$ cat src/rtl/cfg_bank_writer.sv
module cfg_bank_writer #(
  parameter int BL_AW   = 5,
  parameter int WL_AW   = 5,
  parameter int REGIONS = 1,
  parameter int NUM_BL  = 32,
  parameter int NUM_WL  = 32,
  parameter int PW      = 8,
  parameter int CW      = 16
) (
  input  logic                          clk,
  input  logic                          rst_n,
  input  logic                          rec_valid,
  output logic                          rec_ready,
  input  logic [BL_AW+WL_AW+REGIONS-1:0] rec_data,
  input  logic [PW-1:0]                 pulse_len,
  input  logic [CW-1:0]                 rec_count,
  output logic [REGIONS*NUM_BL-1:0]     bl_data,
  output logic [REGIONS*NUM_WL-1:0]     wl_en,
  output logic                          stream_done,
  output logic                          cfg_err
);
  localparam logic [BL_AW:0] BL_LIM = NUM_BL[BL_AW:0];
  localparam logic [WL_AW:0] WL_LIM = NUM_WL[WL_AW:0];

  typedef enum logic [1:0] {IDLE, SETUP, PULSE, HOLD} st_t;
  st_t st;

  logic [BL_AW-1:0]   bl_a;
  logic [WL_AW-1:0]   wl_a;
  logic [REGIONS-1:0] dat;
  logic [PW-1:0]      left;
  logic [CW-1:0]      seen;
  logic               last_q;

  wire [BL_AW-1:0]   in_bl   = rec_data[BL_AW-1:0];
  wire [WL_AW-1:0]   in_wl   = rec_data[BL_AW+WL_AW-1:BL_AW];
  wire [REGIONS-1:0] in_dat  = rec_data[BL_AW+WL_AW+REGIONS-1:BL_AW+WL_AW];
  wire               in_bad  = ({1'b0, in_bl} >= BL_LIM) || ({1'b0, in_wl} >= WL_LIM);
  wire               in_last = (seen + 1'b1) == rec_count;
  wire               take    = rec_valid && rec_ready;
  wire               bl_drv  = st != IDLE;
  wire               wl_any  = |wl_en;

  assign rec_ready = st == IDLE;

  always_comb begin
    bl_data = '0;
    wl_en   = '0;
    for (int r = 0; r < REGIONS; r++) begin
      if (bl_drv) bl_data[r*NUM_BL + int'(bl_a)] = dat[r];
      if (st == PULSE) wl_en[r*NUM_WL + int'(wl_a)] = 1'b1;
    end
  end

  always_ff @(posedge clk) begin
    if (!rst_n) begin
      st          <= IDLE;
      bl_a        <= '0;
      wl_a        <= '0;
      dat         <= '0;
      left        <= '0;
      seen        <= '0;
      last_q      <= 1'b0;
      stream_done <= 1'b0;
      cfg_err     <= 1'b0;
    end else begin
      stream_done <= 1'b0;
      case (st)
        IDLE: if (take) begin
          seen <= in_last ? '0 : seen + 1'b1;
          if (in_bad) begin
            cfg_err     <= 1'b1;
            stream_done <= in_last;
          end else begin
            bl_a   <= in_bl;
            wl_a   <= in_wl;
            dat    <= in_dat;
            left   <= (pulse_len == '0) ? {{(PW-1){1'b0}}, 1'b1} : pulse_len;
            last_q <= in_last;
            st     <= SETUP;
          end
        end
        SETUP: st <= PULSE;
        PULSE: if (left == {{(PW-1){1'b0}}, 1'b1}) st <= HOLD;
               else left <= left - 1'b1;
        HOLD: begin
          st          <= IDLE;
          stream_done <= last_q;
        end
        default: st <= IDLE;
      endcase
    end
  end

  for (genvar r = 0; r < REGIONS; r++) begin : g_chk
    assert_wl_onehot_R4: assert property (@(posedge clk) disable iff (!rst_n)
      $onehot0(wl_en[r*NUM_WL +: NUM_WL]));
  end

  assert_bl_before_wl_R5: assert property (@(posedge clk) disable iff (!rst_n)
    $rose(wl_any) |-> ($past(bl_drv) && bl_drv));
  assert_bl_after_wl_R5: assert property (@(posedge clk) disable iff (!rst_n)
    $fell(wl_any) |-> bl_drv);
  assert_busy_not_ready_R6: assert property (@(posedge clk) disable iff (!rst_n)
    wl_any |-> !rec_ready);
  assert_err_sticky_R7: assert property (@(posedge clk) disable iff (!rst_n)
    cfg_err |=> cfg_err);
  assert_done_single_R8: assert property (@(posedge clk) disable iff (!rst_n)
    stream_done |=> !stream_done);
endmodule

$ cat config.mk
export PLATFORM = sky130hd
export DESIGN_NAME = cfg_bank_writer
export DESIGN_NICKNAME = d
export VERILOG_FILES = /design/src/rtl/cfg_bank_writer.sv
export SDC_FILE = /design/constraint.sdc
export NUM_CORES = 1
export LEC_CHECK = 0
export ABC_AREA = 1
export BUFFER_PORTS_ARGS = -buffer_cell sky130_fd_sc_hd__buf_4
export CAP_MARGIN = 20
export CORE_MARGIN = 1.5
export CORE_UTILIZATION = 40
export DETAILED_ROUTE_END_ITERATION = 12
export PLACE_DENSITY = 0.77
export RECOVER_POWER = 25
export SLEW_MARGIN = 0
export SYNTH_ARGS = -nofsm -noshare
export SYNTH_HDL_FRONTEND = slang
export SYNTH_SLANG_ARGS = --single-unit
$ cat constraint.sdc
create_clock -name clk -period 3.05 [get_ports clk]
set_input_delay 0.305 -clock clk [delete_from_list [all_inputs] [get_ports clk]]
set_output_delay 0.305 -clock clk [all_outputs]
set_load 0.005 [all_outputs]
Word-level counts from Yosys, hierarchy flattened
Cells that the tools add are included.

storage, ports and cells
  register bits = 39
  latch bits = 0
  RAM bits = 0
  bits in read-only memories = 0
  input bits = 38
  output and inout port bits = 67
  word-level logic and storage cells = 48
  memories kept = 0

cells by class
  $add $sub $neg = 2
  multipliers = 0
  divide/modulo/power cells = 0
  magnitude comparators = 4
  eq/ne operators = 8
  shift operators = 0
  multiplexer cells = 14
  bitwise gates (word level) = 1
  reduce and logical (&&, ||, !) cells = 11

operator list
  kind                   count
  $mux 32                2
  $and 32x32->32         1
  $mux 8                 3
  $add 16x1->16 const B  1
  $eq 16x16->1           1
  $mux 16                1
  $pmux 8 s2             1
  $lt 5x6->1 const B     2
  $demux 1 s5            2
  $ge 5x1->1 const B     2
  $eq 8x1->1 const B     1
  $logic_not 8->1        1
  $pmux 2 s4             1
  $sub 8x1->8 const B    1
  $reduce_and 2->1       3
  $eq 2x2->1 const B     2
  $mux 2                 2
  $ne 2x1->1 const B     2
  $reduce_bool 2->1      2
  $logic_and 1x1->1      3
  $reduce_and 3->1       1
  $eq 2x1->1 const B     1
  $logic_not 2->1        1
  $mux 1                 2
  $ne 2x2->1 const B     1

Depth between registers and ports, before layout
Gate-level depths: netlist (run 1).

  word-level depth = 6
  depth in mapped cells = 14
  depth with buffers taken out = 14

Worst setup path before layout (run 1)
Ideal clock, no wire load.

  kind = register to register
  start point = register seen[0]
  end point = register seen[15]
  setup time = 0.117 ns
  arrival time = 1.670 ns
  required time = 2.933 ns
  setup slack = 1.262 ns
  cell stages (with the launch flop) = 15
  path buffers = 0
  clock period less this slack = 1.788 ns
  path through = dfxtp_1 -> ha_1 -> nand2_2 -> nor2_4 -> nand3_1 -> nand2_1 -> nand2_1 -> nand2_1 -> nand2_1 -> nor2_1 -> nand2_1 -> nor2_2 -> nand3_2 -> nand2_4 -> nor2_1

between the ends
  cells in the longest elaborated chain, start to end = 3

ends and longest elaborated chain
  what                    line    text
  from (decl)             32      logic [CW-1:0] seen;
  from (signal assigned)  70      seen <= in_last ? '0 : seen + 1'b1;
  $add 16x1->16 *         39, 70
  $eq 16x16->1            39      wire in_last = (seen + 1'b1) == rec_count;
  $mux 16 *               70

Every way passes the cells marked *; elsewhere a longest branch is shown, timed or not.
A chain may end at the register's enable or synchronous reset.

Worst setup path in the final report (run 1)
  start point = register st[0]
  end point = output port wl_en[15]

between the ends
  cells in the longest elaborated chain, start to end = 2

ends and longest elaborated chain
  what                    line  text
  from (decl)             26    st_t st;
  from (signal assigned)  57    st <= IDLE;
  from (signal assigned)  80    st <= SETUP;
  from (signal assigned)  83    SETUP: st <= PULSE;
  $eq 2x2->1              51    if (st == PULSE) wl_en[r*NUM_WL + int'(wl_a)] = 1'b1;
  $mux 32                 51
  to (decl)               18    output logic [REGIONS*NUM_WL-1:0] wl_en,

No other way between the ends.

==> impl_summary.md, run 1 <==
Setup path
Along the worst path, the maximum fanout reaches 20. The element type at the critical path start is a flop. The kind of end point of the critical path is a primary output. The arrival time of data at the critical path endpoint is 2.01 ns.

STA puts the critical path data required time at 2.74 ns. The path type of the worst setup path is reg -> out.

Detailed routing
The routed wire length per instance is 12.0 µm. The number of remaining DRC errors is 0. In this run the remaining antenna-violating nets after routing total 0. The via density per instance is 4.93.

The via count of the routed design is 3,306. In this run, the number of DRC markers left after iteration 0 of detailed routing was 140. The total length of routed wires is 8010 µm.

The number of detailed-routing iterations run before antenna repair is 4.

Worst hold path
The type of the worst min-delay path is in -> reg.

STA
Subtracting the final worst setup slack from the clock period gives 2.32 ns. Measured against its own limit, the worst slew margin works out to 46.4%. The final setup violation count is 0. At the pin with the least slew margin, the transition time is 0.804 ns.

The setup clock skew after layout is 0.00505 ns. Adding up every negative setup slack in the final design gives 0 ns. The final max-slew violation count is 0. The hold violation count in the final report came to 0. The maximum clock frequency is 432 MHz. Setup repair after global routing left no endpoint under its margin.

The fraction of the cycle the final worst path needs is 75.9%.

Yosys
The number of nets in the synthesized netlist is 516. After synthesis the netlist holds a flip-flop and latch count of 39. The portion of synthesized cell area occupied by the leading cell type is 27.1%.

The post-synthesis instance total is 472. The flip-flop cell with the highest count after synthesis is sky130_fd_sc_hd__dfxtp_1. The average footprint of a synthesized cell is 6.10 µm². The synthesized netlist contains 34 unique library cells. In the post-synthesis netlist, the biggest area contributors are sky130_fd_sc_hd__dfxtp_1 27%, sky130_fd_sc_hd__nor2_1 13%, sky130_fd_sc_hd__nand2_1 11%. The number of synthesized flops with an enable pin is 0. For this run, the register share of the synthesized area comes to 27.1%. The biggest area consumer among synthesized cells is sky130_fd_sc_hd__dfxtp_1. Of all flip-flops after synthesis, the portion carrying an async set or reset was 0%.

For this run, the number of Yosys warnings is 0. The netlist area before placement is 0.00288 mm².

Clock network
The cts-stage hold buffer count is 0. In this run the number of H-tree levels came out at 2. Buffers inserted during clock tree synthesis total 5. The tree is rooted in a sky130_fd_sc_hd__clkbuf_8. Counting along the longest clock path gives a buffer depth of 2. The clock transition at the register clock pins on the worst setup and hold paths after CTS is 0.09 ns.

At the later pin of the worst-skew pair, clock insertion delay measures 0.29 ns. The CTS tree is done. Buffers added to address setup during post-CTS repair amount to 0. Clock tree synthesis found a total of 39 sinks. The count of instances resized after the clock tree is built is 0.

Cells and area
The net count of the finished layout is 617. The post-route core utilization is 55.8%. The share of final-layout standard cells stronger than drive strength 1 is 22.5%. The count of filler cells inserted in the layout is 650. The area growth from synthesis to layout is 33.0%. The number of antenna diodes in the final layout is 0.

GRT
Entering global routing, the biggest net connects 45 pins. The number of global-route vias before repair came to 2,692. The number of antenna violations at the first check in global routing was 0. The total congestion overflow after global routing is 0. Global routing used 19.6% of the available tracks across all layers. The wire length of the first global-routing pass is 12,200 µm.

Flow run
The number of maximum-capacitance violations is 0.

Die
The total I/O pin count is 105. The number of placement rows is 30. The initial core utilization is 41.9%. The die covers 0.00772 mm². The placeable core area is 0.00687 mm². The width of the die is 87.8 µm. The floorplan step set the die height to 87.8 µm.

Power and ir drop
The power density of the placed cells is 565 mW/mm². Summed over all cells, the static leakage comes to 1.67 nW. The worst supply voltage drop on vdd is 0.321 mV.

Place
The count of buffers inserted at the top-level ports is 103. The global placement routability congestion is 0.887. The detailed placer's ending HPWL is 6220 µm.

Run status
The run finished with clean final reports.
## cell usage in the layout, fill, tap and decap left out, types with 3 or more instances in the layout
master                     Yosys  routed
sky130_fd_sc_hd__xnor3_1       3       3
sky130_fd_sc_hd__nand3_1      57      57
sky130_fd_sc_hd__a21oi_1      33      33
sky130_fd_sc_hd__nand2_2       3       3
sky130_fd_sc_hd__ha_1          6       6
sky130_fd_sc_hd__nor2_1      102     102
sky130_fd_sc_hd__xnor2_1       4       4
sky130_fd_sc_hd__o21ai_0      27      27
sky130_fd_sc_hd__nor2_2        4       4
sky130_fd_sc_hd__clkbuf_4      0       9
sky130_fd_sc_hd__nand3b_1      5       5
sky130_fd_sc_hd__dfxtp_1      39      39
sky130_fd_sc_hd__xor2_1        4       4
sky130_fd_sc_hd__buf_4         1      93
sky130_fd_sc_hd__nand2_1      86      86
sky130_fd_sc_hd__nand4_1       9       9
sky130_fd_sc_hd__nor2_4        6       6
sky130_fd_sc_hd__inv_1        52      52
sky130_fd_sc_hd__clkbuf_8      0       6
sky130_fd_sc_hd__a211oi_1      3       3
## stage by stage
stage	setup WS, ns	hold WS, ns	power [mW]	instance area, µm²	cells
2_1_floorplan	1.26	0.410	1.52	2880	472
3_3_place_gp	1.03	0.443	1.75	3740	662
4_1_cts	0.726	0.279	2.17	3840	670
5_1_grt	0.541	0.283	2.34	3830	670
6_report	0.734	0.283	2.16	3830	670
3_5_place_dp	0.873	0.455	1.78	3740	662
## metal layers
layer  GRT usage [%]  wire (µm)
met5               0          0
met4            3.46         47
met3            3.96        440
met1            24.7       3580
met2            34.6       3940
## cell usage after synthesis (3+ instances only)
| cell type | instances |
|---|---|
| sky130_fd_sc_hd__xnor2_1 | 4 |
| sky130_fd_sc_hd__nor2_4 | 6 |
| sky130_fd_sc_hd__ha_1 | 6 |
| sky130_fd_sc_hd__nand2_1 | 86 |
| sky130_fd_sc_hd__nand2_2 | 3 |
| sky130_fd_sc_hd__nand4_1 | 9 |
| sky130_fd_sc_hd__o21ai_0 | 27 |
| sky130_fd_sc_hd__xor2_1 | 4 |
| sky130_fd_sc_hd__nor2_2 | 4 |
| sky130_fd_sc_hd__dfxtp_1 | 39 |
| sky130_fd_sc_hd__nor2_1 | 102 |
| sky130_fd_sc_hd__a21oi_1 | 33 |
| sky130_fd_sc_hd__clkbuf_1 | 8 |
| sky130_fd_sc_hd__a211oi_1 | 3 |
| sky130_fd_sc_hd__xnor3_1 | 3 |
| sky130_fd_sc_hd__inv_1 | 52 |
| sky130_fd_sc_hd__nand3b_1 | 5 |
| sky130_fd_sc_hd__nand3_1 | 57 |
## state kept, by name (all words and copies together) (netlist names)
register	flops
seen	16
dat	1
stream_done	1
last_q	1
wl_a	5
st	2
left	8
bl_a	5
## cell type report
type	count	area [µm²]	share of cell area (%)
multi-input cells	368	1850	48.3
clock inverters	2	16.3	0.425
repair buffers	104	774	20.2
well taps	96	120	3.14
inverters	55	206	5.39
flip-flops and latches	39	781	20.4
clock buffers	6	82.6	2.16
## cells by family (layout without fill, tap and decap cells)
| kind of cell | Yosys count | after routing | share of synthesized area, % |
|---|---|---|---|
| fa+ha+maj | 6 | 6 | 2.61 |
| compound gates | 72 | 72 | 13.4 |
| xor+xnor | 11 | 11 | 4.78 |
| simple gates | 278 | 278 | 43.3 |
| buf+inv | 65 | 167 | 8.65 |
| other cells | 1 | 1 | 0.130 |
| flops | 39 | 39 | 27.1 |
## worst max-delay path: stages, from the launching register on
cell	delay, ns
sky130_fd_sc_hd__dfxtp_1	0.32
sky130_fd_sc_hd__inv_1	0.10
sky130_fd_sc_hd__ha_1	0.57
sky130_fd_sc_hd__nand3_1	0.40
sky130_fd_sc_hd__nor2_1	0.20
sky130_fd_sc_hd__buf_4	0.13
## final timing paths
check        slack (ns)           to  depth (start not counted)   startpoint
max                0.73    wl_en[15]                          5        st[0]
min                0.28      bl_a[3]                          3  rec_data[3]
max reg2reg        0.83      left[6]                         10        st[0]
min reg2reg        0.46  stream_done                          2       last_q
## where the power goes
group	internal [mW]	leakage, nW	switching [mW]
Combinational	0.371	1.30	0.657
Clock	0.185	0.0474	0.201
Sequential	0.639	0.320	0.110
Note: power is estimated with default switching activity, not from simulation.
==> run 2: changes to the inputs <==
--- a/config.mk
+++ b/config.mk
@@ -5,13 +5,13 @@
 export SDC_FILE = /design/constraint.sdc
 export NUM_CORES = 1
 export LEC_CHECK = 0
-export ABC_AREA = 1
+export ABC_AREA = 0
 export BUFFER_PORTS_ARGS = -buffer_cell sky130_fd_sc_hd__buf_4
 export CAP_MARGIN = 20
 export CORE_MARGIN = 1.5
 export CORE_UTILIZATION = 40
 export DETAILED_ROUTE_END_ITERATION = 12
-export PLACE_DENSITY = 0.77
+export PLACE_DENSITY = 0.79
 export RECOVER_POWER = 25
 export SLEW_MARGIN = 0
 export SYNTH_ARGS = -nofsm -noshare
==> constraint.sdc (replaced) <==
create_clock -name clk -period 2.1 [get_ports clk]
set_input_delay 0.21 -clock clk [delete_from_list [all_inputs] [get_ports clk]]
set_output_delay 0.21 -clock clk [all_outputs]
set_load 0.005 [all_outputs]
==> run 2 against run 1 <==
  * The run now ends with setup timing left
  * Clock skew up 0.00081 ns
  * Core utilization up 3.0 points
  * Final cell count down 6.6%
  * Sequential power up 42%
  * Non-clock buffer count up 38
  * Routed wire length up 2.3%
  * Largest cell class unchanged
==> impl_summary.md, run 2 <==
Run status
Outcome: finished with violations (was finished clean). The checks that failed: setup timing.

Yosys
The net count of the mapped netlist is 449 (was 516). The number of synthesized register bits was 39 (unchanged). The netlist area before placement is 0.00294 mm² (was 0.00288 mm²).

The portion of synthesized cell area occupied by the leading cell type is 26.6% (was 27.1%). Commonest cells in the netlist: 88 x sky130_fd_sc_hd__nor2_1, 39 x sky130_fd_sc_hd__dfxtp_1, 39 x sky130_fd_sc_hd__nand2_1 (was 102 x sky130_fd_sc_hd__nor2_1, 86 x sky130_fd_sc_hd__nand2_1, 57 x sky130_fd_sc_hd__nand3_1). The distinct cell type count after synthesis is 56 (was 34). The biggest area consumer among synthesized cells is sky130_fd_sc_hd__dfxtp_1 (unchanged). Area contributors post-synth: sky130_fd_sc_hd__dfxtp_1 27%, sky130_fd_sc_hd__nor2_1 11%, sky130_fd_sc_hd__nand2_1 5.0% (was sky130_fd_sc_hd__dfxtp_1 27%, sky130_fd_sc_hd__nor2_1 13%, sky130_fd_sc_hd__nand2_1 11%). The flip-flop cell with the highest count after synthesis is sky130_fd_sc_hd__dfxtp_1 (unchanged). The number of synthesized flops with an enable pin is 0 (unchanged). The yosys synthesis warning count came to 0 (unchanged). The fraction of synthesis flops using an asynchronous set or reset pin is 0% (unchanged). The average footprint of a synthesized cell came to 7.25 µm² (was 6.10 µm²). The post-synthesis instance total came to 405 (was 472). The part of the Yosys area used for sequential elements came to 26.6% (was 27.1%). The library cell with the highest instance count after synthesis is sky130_fd_sc_hd__nor2_1 (unchanged).

Die
The width of the die came to 88.7 µm (was 87.8 µm). The vertical die dimension was 88.7 µm (was 87.8 µm). The initial core utilization is 40.9% (was 41.9%). The number of placement rows is 31 (was 30).

The total I/O pin count is 105 (unchanged). The area of the die is 0.00786 mm² (was 0.00772 mm²). The placeable core area is 0.00718 mm² (was 0.00687 mm²).

Clock network
The maximum level of the CTS H-tree is 2 (unchanged). The cts-stage hold buffer count was 0 (unchanged). The number of sinks on the clock net is 39 (unchanged). The CTS tree is done (unchanged). The clock root buffer is sky130_fd_sc_hd__clkbuf_8 (unchanged). The largest buffer count on any clock path was 2 (unchanged). The clock latency on the worst-skew pair is 0.29 ns (about the same). The number of buffers added by the clock tree synthesis step is 5 (unchanged).

The clock transition at the register clock pins on the worst setup and hold paths after CTS is 0.08 ns (was 0.09 ns).

Cells and area
The most common cell after layout, fill and taps aside was sky130_fd_sc_hd__buf_4 (was sky130_fd_sc_hd__nor2_1). The count of filler cells inserted in the layout is 650 (unchanged). The net count of the finished layout is 570 (was 617). Commonest cells after routing, fill and taps aside: 132 x sky130_fd_sc_hd__buf_4, 88 x sky130_fd_sc_hd__nor2_1, 39 x sky130_fd_sc_hd__nand2_1 (was 102 x sky130_fd_sc_hd__nor2_1, 93 x sky130_fd_sc_hd__buf_4, 86 x sky130_fd_sc_hd__nand2_1).

The antenna diode instance count is 0 (unchanged). The flip-flop count of the largest register after layout is 16 (unchanged). The final design area excluding fillers is 0.00421 mm² (was 0.00383 mm²).

The share of final-layout standard cells stronger than drive strength 1 was 35.1% (was 22.5%). The post-route core utilization is 58.7% (was 55.8%). The area growth from synthesis to final layout is 43.5% (was 33.0%). Largest registers: seen x16, left x8 (unchanged). The top register by number of flip-flops is seen (unchanged). The area taken by flip-flops and latches is 795 µm² (was 781 µm²). The area of the multi-input gates is 0.00211 mm² (was 0.00185 mm²).

Setup path
The peak fanout along the critical path is 7 (was 20). The worst reg-to-reg setup slack came to -0.02 ns (was 0.83 ns). The path type of the worst setup path is reg -> reg (was reg -> out). The end of the worst register-to-register path is seen[2] (was left[6]). The element type at the critical path start is a flop (unchanged).

The kind of end point of the critical path is a flop (was primary output). The required time of the critical path came to 2.28 ns (was 2.74 ns). The number of cells traversed by the worst register-to-register path is 9 (was 10). The arrival time of data at the critical path endpoint is 2.29 ns (was 2.01 ns).

The worst flop-to-flop path startpoint is seen[0] (was st[0]).

Detailed routing
The via count of the routed design is 3,176 (was 3,306). The number of detailed-routing iterations run before antenna repair is 4 (unchanged). The number of remaining DRC errors came to 0 (unchanged). The initial detailed-routing violation count came to 130 (was 140). The total length of routed wires is 8200 µm (was 8010 µm). The via density per instance is 5.07 (was 4.93). The routed wire length per instance came to 13.1 µm (was 12.0 µm). The post-route antenna net violation count is 0 (unchanged).

Power and ir drop
The worst supply voltage drop on vdd was 0.278 mV (was 0.321 mV). The sum of internal, switching and leakage power was 2.90 mW (was 2.16 mW). The leakage power summed over all cells is 1.76 nW (was 1.67 nW). The power density of the placed cells is 689 mW/mm² (was 565 mW/mm²).

Place
The total placed instance area is 0.00399 mm² (was 0.00374 mm²). The detailed placer's ending HPWL is 6250 µm (was 6220 µm). The global placement routability congestion is 0.922 (was 0.887). The count of buffers inserted at the top-level ports is 103 (unchanged).

Worst hold path
The type of the worst min-delay path was in -> reg (unchanged). The end point of the worst hold path is bl_a[0] (was bl_a[3]). The worst hold path stage count came to 3 (unchanged).

The launch instance of the worst min-delay path is rec_data[0] (was rec_data[3]).

STA
The hold violation count in the final report was 0 (unchanged). The routed design could run at a clock period as short as 2.12 ns. The post-route setup TNS is -0.0699 ns (was 0 ns). The setup clock skew after layout came to 0.00586 ns (was 0.00505 ns). The hold slack is 0.169 ns (was 0.283 ns). The maximum clock frequency is 473 MHz. The final max-slew violation count is 0 (unchanged). The least setup slack across all paths after layout is -0.0155 ns (was 0.734 ns). The fraction of the cycle the final worst path needs is 101%.

The final setup violation count came to 8 (was 0). Setup repair after global routing missed its margin: yes (was no).

GRT
The global-route usage over all layers was 20.0% (was 19.6%). The number of antenna violations at the first check in global routing is 0 (unchanged). The number of global-route vias before repair is 2,795 (was 2,692).

The wire length of the first global-routing pass was 12,600 µm (was 12,200 µm). The total congestion overflow after global routing is 0 (unchanged). The pin count of the biggest net entering global routing is 43 (was 45).

Flow run
The number of maximum-capacitance violations came to 0 (unchanged).
==> run 2: cell types whose count changed in the layout (fill, tap and decap cells not counted), sizes merged, moves of 12 or more <==
cell / before / now
nand3: 58 / 17
nor2: 112 / 88
buf: 93 / 136
nand2: 91 / 39
a21oi: 33 / 13
xnor2: 4 / 16
inv: 53 / 8
==> run 2: power by group <==
group / switching [mW] / internal [mW] / leakage (nW)
logic: 0.751 / 0.572 / 1.39
clock network: 0.259 / 0.265 / 0.0482
registers: 0.167 / 0.889 / 0.322
==> run 2: worst max-delay path by stage <==
stage / from / end / slack [ns] / depth (start not counted)
after floorplan: seen[7] / seen[15] / 0.03 / 7
after global placement: seen[1] / seen[1] / 0.03 / 8
after detailed placement: seen[2] / seen[0] / -0.07 / 8
after CTS: seen[2] / seen[8] / 0.008 / 8
after global routing: seen[0] / seen[9] / -0.1 / 9
final: seen[0] / seen[2] / -0.02 / 9
==> run 2: worst max-delay path: stages (launching register included) <==
cell and delay [ns]:
sky130_fd_sc_hd__dfxtp_4 0.38, sky130_fd_sc_hd__ha_4 0.18, sky130_fd_sc_hd__buf_6 0.12, sky130_fd_sc_hd__xor2_2 0.17, sky130_fd_sc_hd__or3_1 0.32, sky130_fd_sc_hd__o21ai_2 0.09, sky130_fd_sc_hd__nand4_2 0.13, sky130_fd_sc_hd__nor4_4 0.37
sky130_fd_sc_hd__buf_6 0.19, sky130_fd_sc_hd__nor3_1 0.06
==> run 2: through the flow <==
stage	cells	worst slack, ns
2_1_floorplan	405	0.0276
3_3_place_gp	612	0.0306
3_5_place_dp	612	-0.0715
4_1_cts	623	0.00763
5_1_grt	626	-0.0958
6_report	626	-0.0155
==> run 2: repair_timing <==
action | CTS | global route
setup buffers | 3 | 3
gates resized for setup | 10 | 14
pin swaps | 3 | 10
endpoints found under the setup margin | 25 | 41
==> run 2: cell families after synthesis <==
kind of cell / Yosys count / share of synthesized area (%)
mux: 5 / 1.70
xor+xnor: 29 / 8.65
fa+ha+maj: 6 / 2.56
flops: 39 / 26.6
other cells: 1 / 0.128
compound gates: 63 / 13.7
simple gates: 226 / 41.5
buf+inv: 36 / 5.20
==> run 2: cell type report <==
| type | instances | area share, % |
|---|---|---|
| sequential | 39 | 18.9 |
| clock inverter | 1 | 0.119 |
| tap | 99 | 2.94 |
| multi-input combinational | 330 | 50.0 |
| clock buffer | 7 | 2.05 |
| inverter | 8 | 0.713 |
| timing repair buffer | 142 | 25.3 |
==> run 2: per-layer routing <==
| layer | share of wire, % | wire (µm) | vias to the layer above | global-route usage, % |
|---|---|---|---|---|
| met2 | 49 | 4050 | 103 | 35.4 |
| li1 | - | - | 1623 | - |
| met5 | 0 | 0 | - | 0 |
| met1 | 43 | 3560 | 1434 | 24.4 |
| met3 | 5.5 | 450 | 16 | 2.99 |
| met4 | 1.8 | 145 | 0 | 7.53 |
==> run 3: changes to the inputs <==
--- a/config.mk
+++ b/config.mk
@@ -8,10 +8,14 @@
 export ABC_AREA = 0
 export BUFFER_PORTS_ARGS = -buffer_cell sky130_fd_sc_hd__buf_4
 export CAP_MARGIN = 20
+export CELL_PAD_IN_SITES_DETAIL_PLACEMENT = 1
+export CELL_PAD_IN_SITES_GLOBAL_PLACEMENT = 2
 export CORE_MARGIN = 1.5
-export CORE_UTILIZATION = 40
+export CORE_UTILIZATION = 24
+export CTS_CLUSTER_DIAMETER = 200
 export DETAILED_ROUTE_END_ITERATION = 12
-export PLACE_DENSITY = 0.79
+export GPL_ROUTABILITY_DRIVEN = 0
+export PLACE_DENSITY = 0.86
 export RECOVER_POWER = 25
 export SLEW_MARGIN = 0
 export SYNTH_ARGS = -nofsm -noshare
==> run 3 against run 2 <==
  * The flow still finishes with violations (setup timing)
  * Routed wire length increased by 28%
  * Die area up 64%
  * First-iteration DRC count shrank 45%
  * Hold slack improved by 0.022 ns
  * Critical path type unchanged
  * Highest routed layer unchanged
==> impl_summary.md, run 3 (synthesis results as in run 2) <==
Setup path
The arrival time of data at the critical path endpoint is 2.40 ns (was 2.29 ns). The kind of end point of the critical path is a flop (unchanged). The required time of the critical path is 2.27 ns (was 2.28 ns). The element type at the critical path start is a flop (unchanged).

The peak fanout along the critical path came to 6 (was 7). The path type of the worst setup path is reg -> reg (unchanged).

Cells and area
The count of filler cells inserted in the layout is 1,435 (was 650). The antenna diode instance count is 0 (unchanged). The top register by number of flip-flops was seen (unchanged). The flip-flop count of the largest register after layout is 16 (unchanged). Largest registers: seen x16, left x8 (unchanged). The final design area excluding fillers is 0.00450 mm² (was 0.00421 mm²). The net count of the finished layout is 576 (was 570).

The share of final-layout standard cells stronger than drive strength 1 is 38.8% (was 35.1%). Commonest cells after routing, fill and taps aside: 139 x sky130_fd_sc_hd__buf_4, 87 x sky130_fd_sc_hd__nor2_1, 38 x sky130_fd_sc_hd__nand2_1 (was 132 x sky130_fd_sc_hd__buf_4, 88 x sky130_fd_sc_hd__nor2_1, 39 x sky130_fd_sc_hd__nand2_1). The most common cell after layout, fill and taps aside is sky130_fd_sc_hd__buf_4 (unchanged). The area growth from synthesis to final layout is 53.2% (was 43.5%).

Clock network
The maximum level of the CTS H-tree is 2 (unchanged). The clock transition at the register clock pins on the worst setup and hold paths after CTS is 0.06 ns (was 0.08 ns). The number of buffers added by the clock tree synthesis step is 5 (unchanged). The largest buffer count on any clock path is 2 (unchanged). The clock latency on the worst-skew pair is 0.28 ns (was 0.29 ns). The clock root buffer is sky130_fd_sc_hd__clkbuf_16 (was sky130_fd_sc_hd__clkbuf_8). The CTS tree was done (unchanged). The number of sinks on the clock net was 39 (unchanged).

GRT
The total congestion overflow after global routing was 0 (unchanged). The number of global-route vias before repair came to 3,313 (was 2,795). The global-route usage over all layers is 15.3% (was 20.0%).

The number of antenna violations at the first check in global routing came to 0 (unchanged). The pin count of the biggest net entering global routing is 43 (unchanged). The wire length of the first global-routing pass came to 16,200 µm (was 12,600 µm).

STA
The hold violation count in the final report is 0 (unchanged). The maximum clock frequency came to 449 MHz (was 473 MHz). Setup repair after global routing missed its margin: yes (unchanged). The slew at the pin closest to its max-slew limit is 0.539 ns. The minimum clock period after layout is 2.23 ns (was 2.12 ns).

The setup clock skew after layout is 0.00764 ns (was 0.00586 ns). The final max-slew violation count is 0 (unchanged). The post-route setup TNS is -1.66 ns (was -0.0699 ns). The fraction of the cycle the final worst path needs is 106% (was 101%).

The least setup slack across all paths after layout is -0.129 ns (was -0.0155 ns). The worst relative slew slack is 64.1%. The final setup violation count is 17 (was 8). The hold slack is 0.191 ns (was 0.169 ns).

Power and ir drop
The sum of internal, switching and leakage power is 3.44 mW (was 2.90 mW). The combinational fraction of design power is 43.0% (was 45.6%). The power spent charging and discharging nets is 1.33 mW (was 1.18 mW).

The share of power burned in registers is 30.8% (was 36.4%). The leakage power summed over all cells was 1.86 nW (was 1.76 nW). The internal power consumption came to 2.11 mW (was 1.73 mW). The part of the power in the clock network is 26.3% (was 18.1%).

The power density of the placed cells was 765 mW/mm² (was 689 mW/mm²). The switching share of power came to 38.8% (was 40.6%). The worst supply voltage drop on vdd came to 0.360 mV (was 0.278 mV).

Detailed routing
The via density per instance is 4.81 (was 5.07). The routed wire length per instance is 15.5 µm (was 13.1 µm). The number of remaining DRC errors came to 0 (unchanged). The number of detailed-routing iterations run before antenna repair is 4 (unchanged).

The via count of the routed design came to 3,273 (was 3,176). The initial detailed-routing violation count is 71 (was 130). The post-route antenna net violation count is 0 (unchanged). The total length of routed wires came to 10,500 µm (was 8200 µm).

Flow run
The number of maximum-capacitance violations is 0 (unchanged).

Die
The initial core utilization is 24.6% (was 40.9%). The vertical die dimension is 114 µm (was 88.7 µm). The total I/O pin count is 105 (unchanged). The area of the die is 0.0129 mm² (was 0.00786 mm²). The number of placement rows came to 40 (was 31). The width of the die is 114 µm (was 88.7 µm).

The placeable core area is 0.0120 mm² (was 0.00718 mm²).

Run status
Violated checks: setup timing (unchanged). Outcome: finished with violations (unchanged).

Worst hold path
The type of the worst min-delay path is in -> reg (unchanged).

Place
The detailed placer's ending HPWL was 7800 µm (was 6250 µm). The count of buffers inserted at the top-level ports is 103 (unchanged). The pre-CTS setup slack is -0.134 ns (was -0.0715 ns). The total placed instance area is 0.00409 mm² (was 0.00399 mm²).
[run 3: changes by cell type in the layout (fill, tap and decap cells not counted), sizes merged]
cell      delta
clkinv       -1
clkinvlp     +1
clkbuf       -2
buf          +8
[run 3: final cells by class]
| type | count | area [µm²] | area share, % |
|---|---|---|---|
| multi-input combinational | 330 | 2180 | 48.4 |
| timing repair buffer | 148 | 1120 | 24.9 |
| sequential | 39 | 802 | 17.8 |
| tap | 147 | 184 | 4.09 |
| clock buffer | 7 | 175 | 3.89 |
| inverter | 8 | 30.0 | 0.667 |
| clock inverter | 1 | 7.51 | 0.167 |
[run 3: final timing paths]
path / from / endpoint / slack [ns] / depth (start not counted)
max: seen[1] / seen[3] / -0.13 / 8
min: rec_data[2] / bl_a[2] / 0.19 / 3
min reg2reg: last_q / stream_done / 0.48 / 1
max reg2reg: seen[1] / seen[3] / -0.13 / 8
[run 3: per-layer routing]
layer,part of all wire (%),GRT usage (%),up-vias
li1,-,-,1634
met2,53,29.4,66
met4,0.49,2.75,0
met5,0,0,-
met1,43,18.5,1568
met3,2.9,1.75,5
[run 3: repair_timing]
action                                  4_1_cts  5_1_grt
pin swaps                                     7       13
hold buffers                                  0        0
gates resized for setup                      17       27
gates cloned                                  0        0
endpoints found under the setup margin       33       68
buffers inserted                              4        4
[run 3: through the flow]
step                      utilization (%)  instances
final                                37.6        680
after global placement               34.2        664
after CTS                            36.6        676
after global routing                 37.6        680
after floorplan                         -        405
after detailed placement             34.2        664
[run 3: worst max-delay path: stages (launching register included)]
cell	delay (ns)
sky130_fd_sc_hd__dfxtp_4	0.37
sky130_fd_sc_hd__buf_6	0.13
sky130_fd_sc_hd__nand4_4	0.11
sky130_fd_sc_hd__nor4_4	0.43
sky130_fd_sc_hd__and4bb_1	0.32
sky130_fd_sc_hd__o221ai_2	0.14
sky130_fd_sc_hd__nor4_4	0.32
sky130_fd_sc_hd__buf_4	0.22
sky130_fd_sc_hd__nor3b_1	0.06
[run 3: power groups by stage]
| stage | clock network [mW] | logic, mW | registers [mW] |
|---|---|---|---|
| after floorplan | 0 | 0.951 | 1.01 |
| after global placement | 0 | 1.37 | 1.07 |
| after detailed placement | 0 | 1.42 | 1.08 |
| after CTS | 0.922 | 1.48 | 1.05 |
| after global routing | 0.958 | 1.65 | 1.09 |
| final | 0.904 | 1.48 | 1.06 |
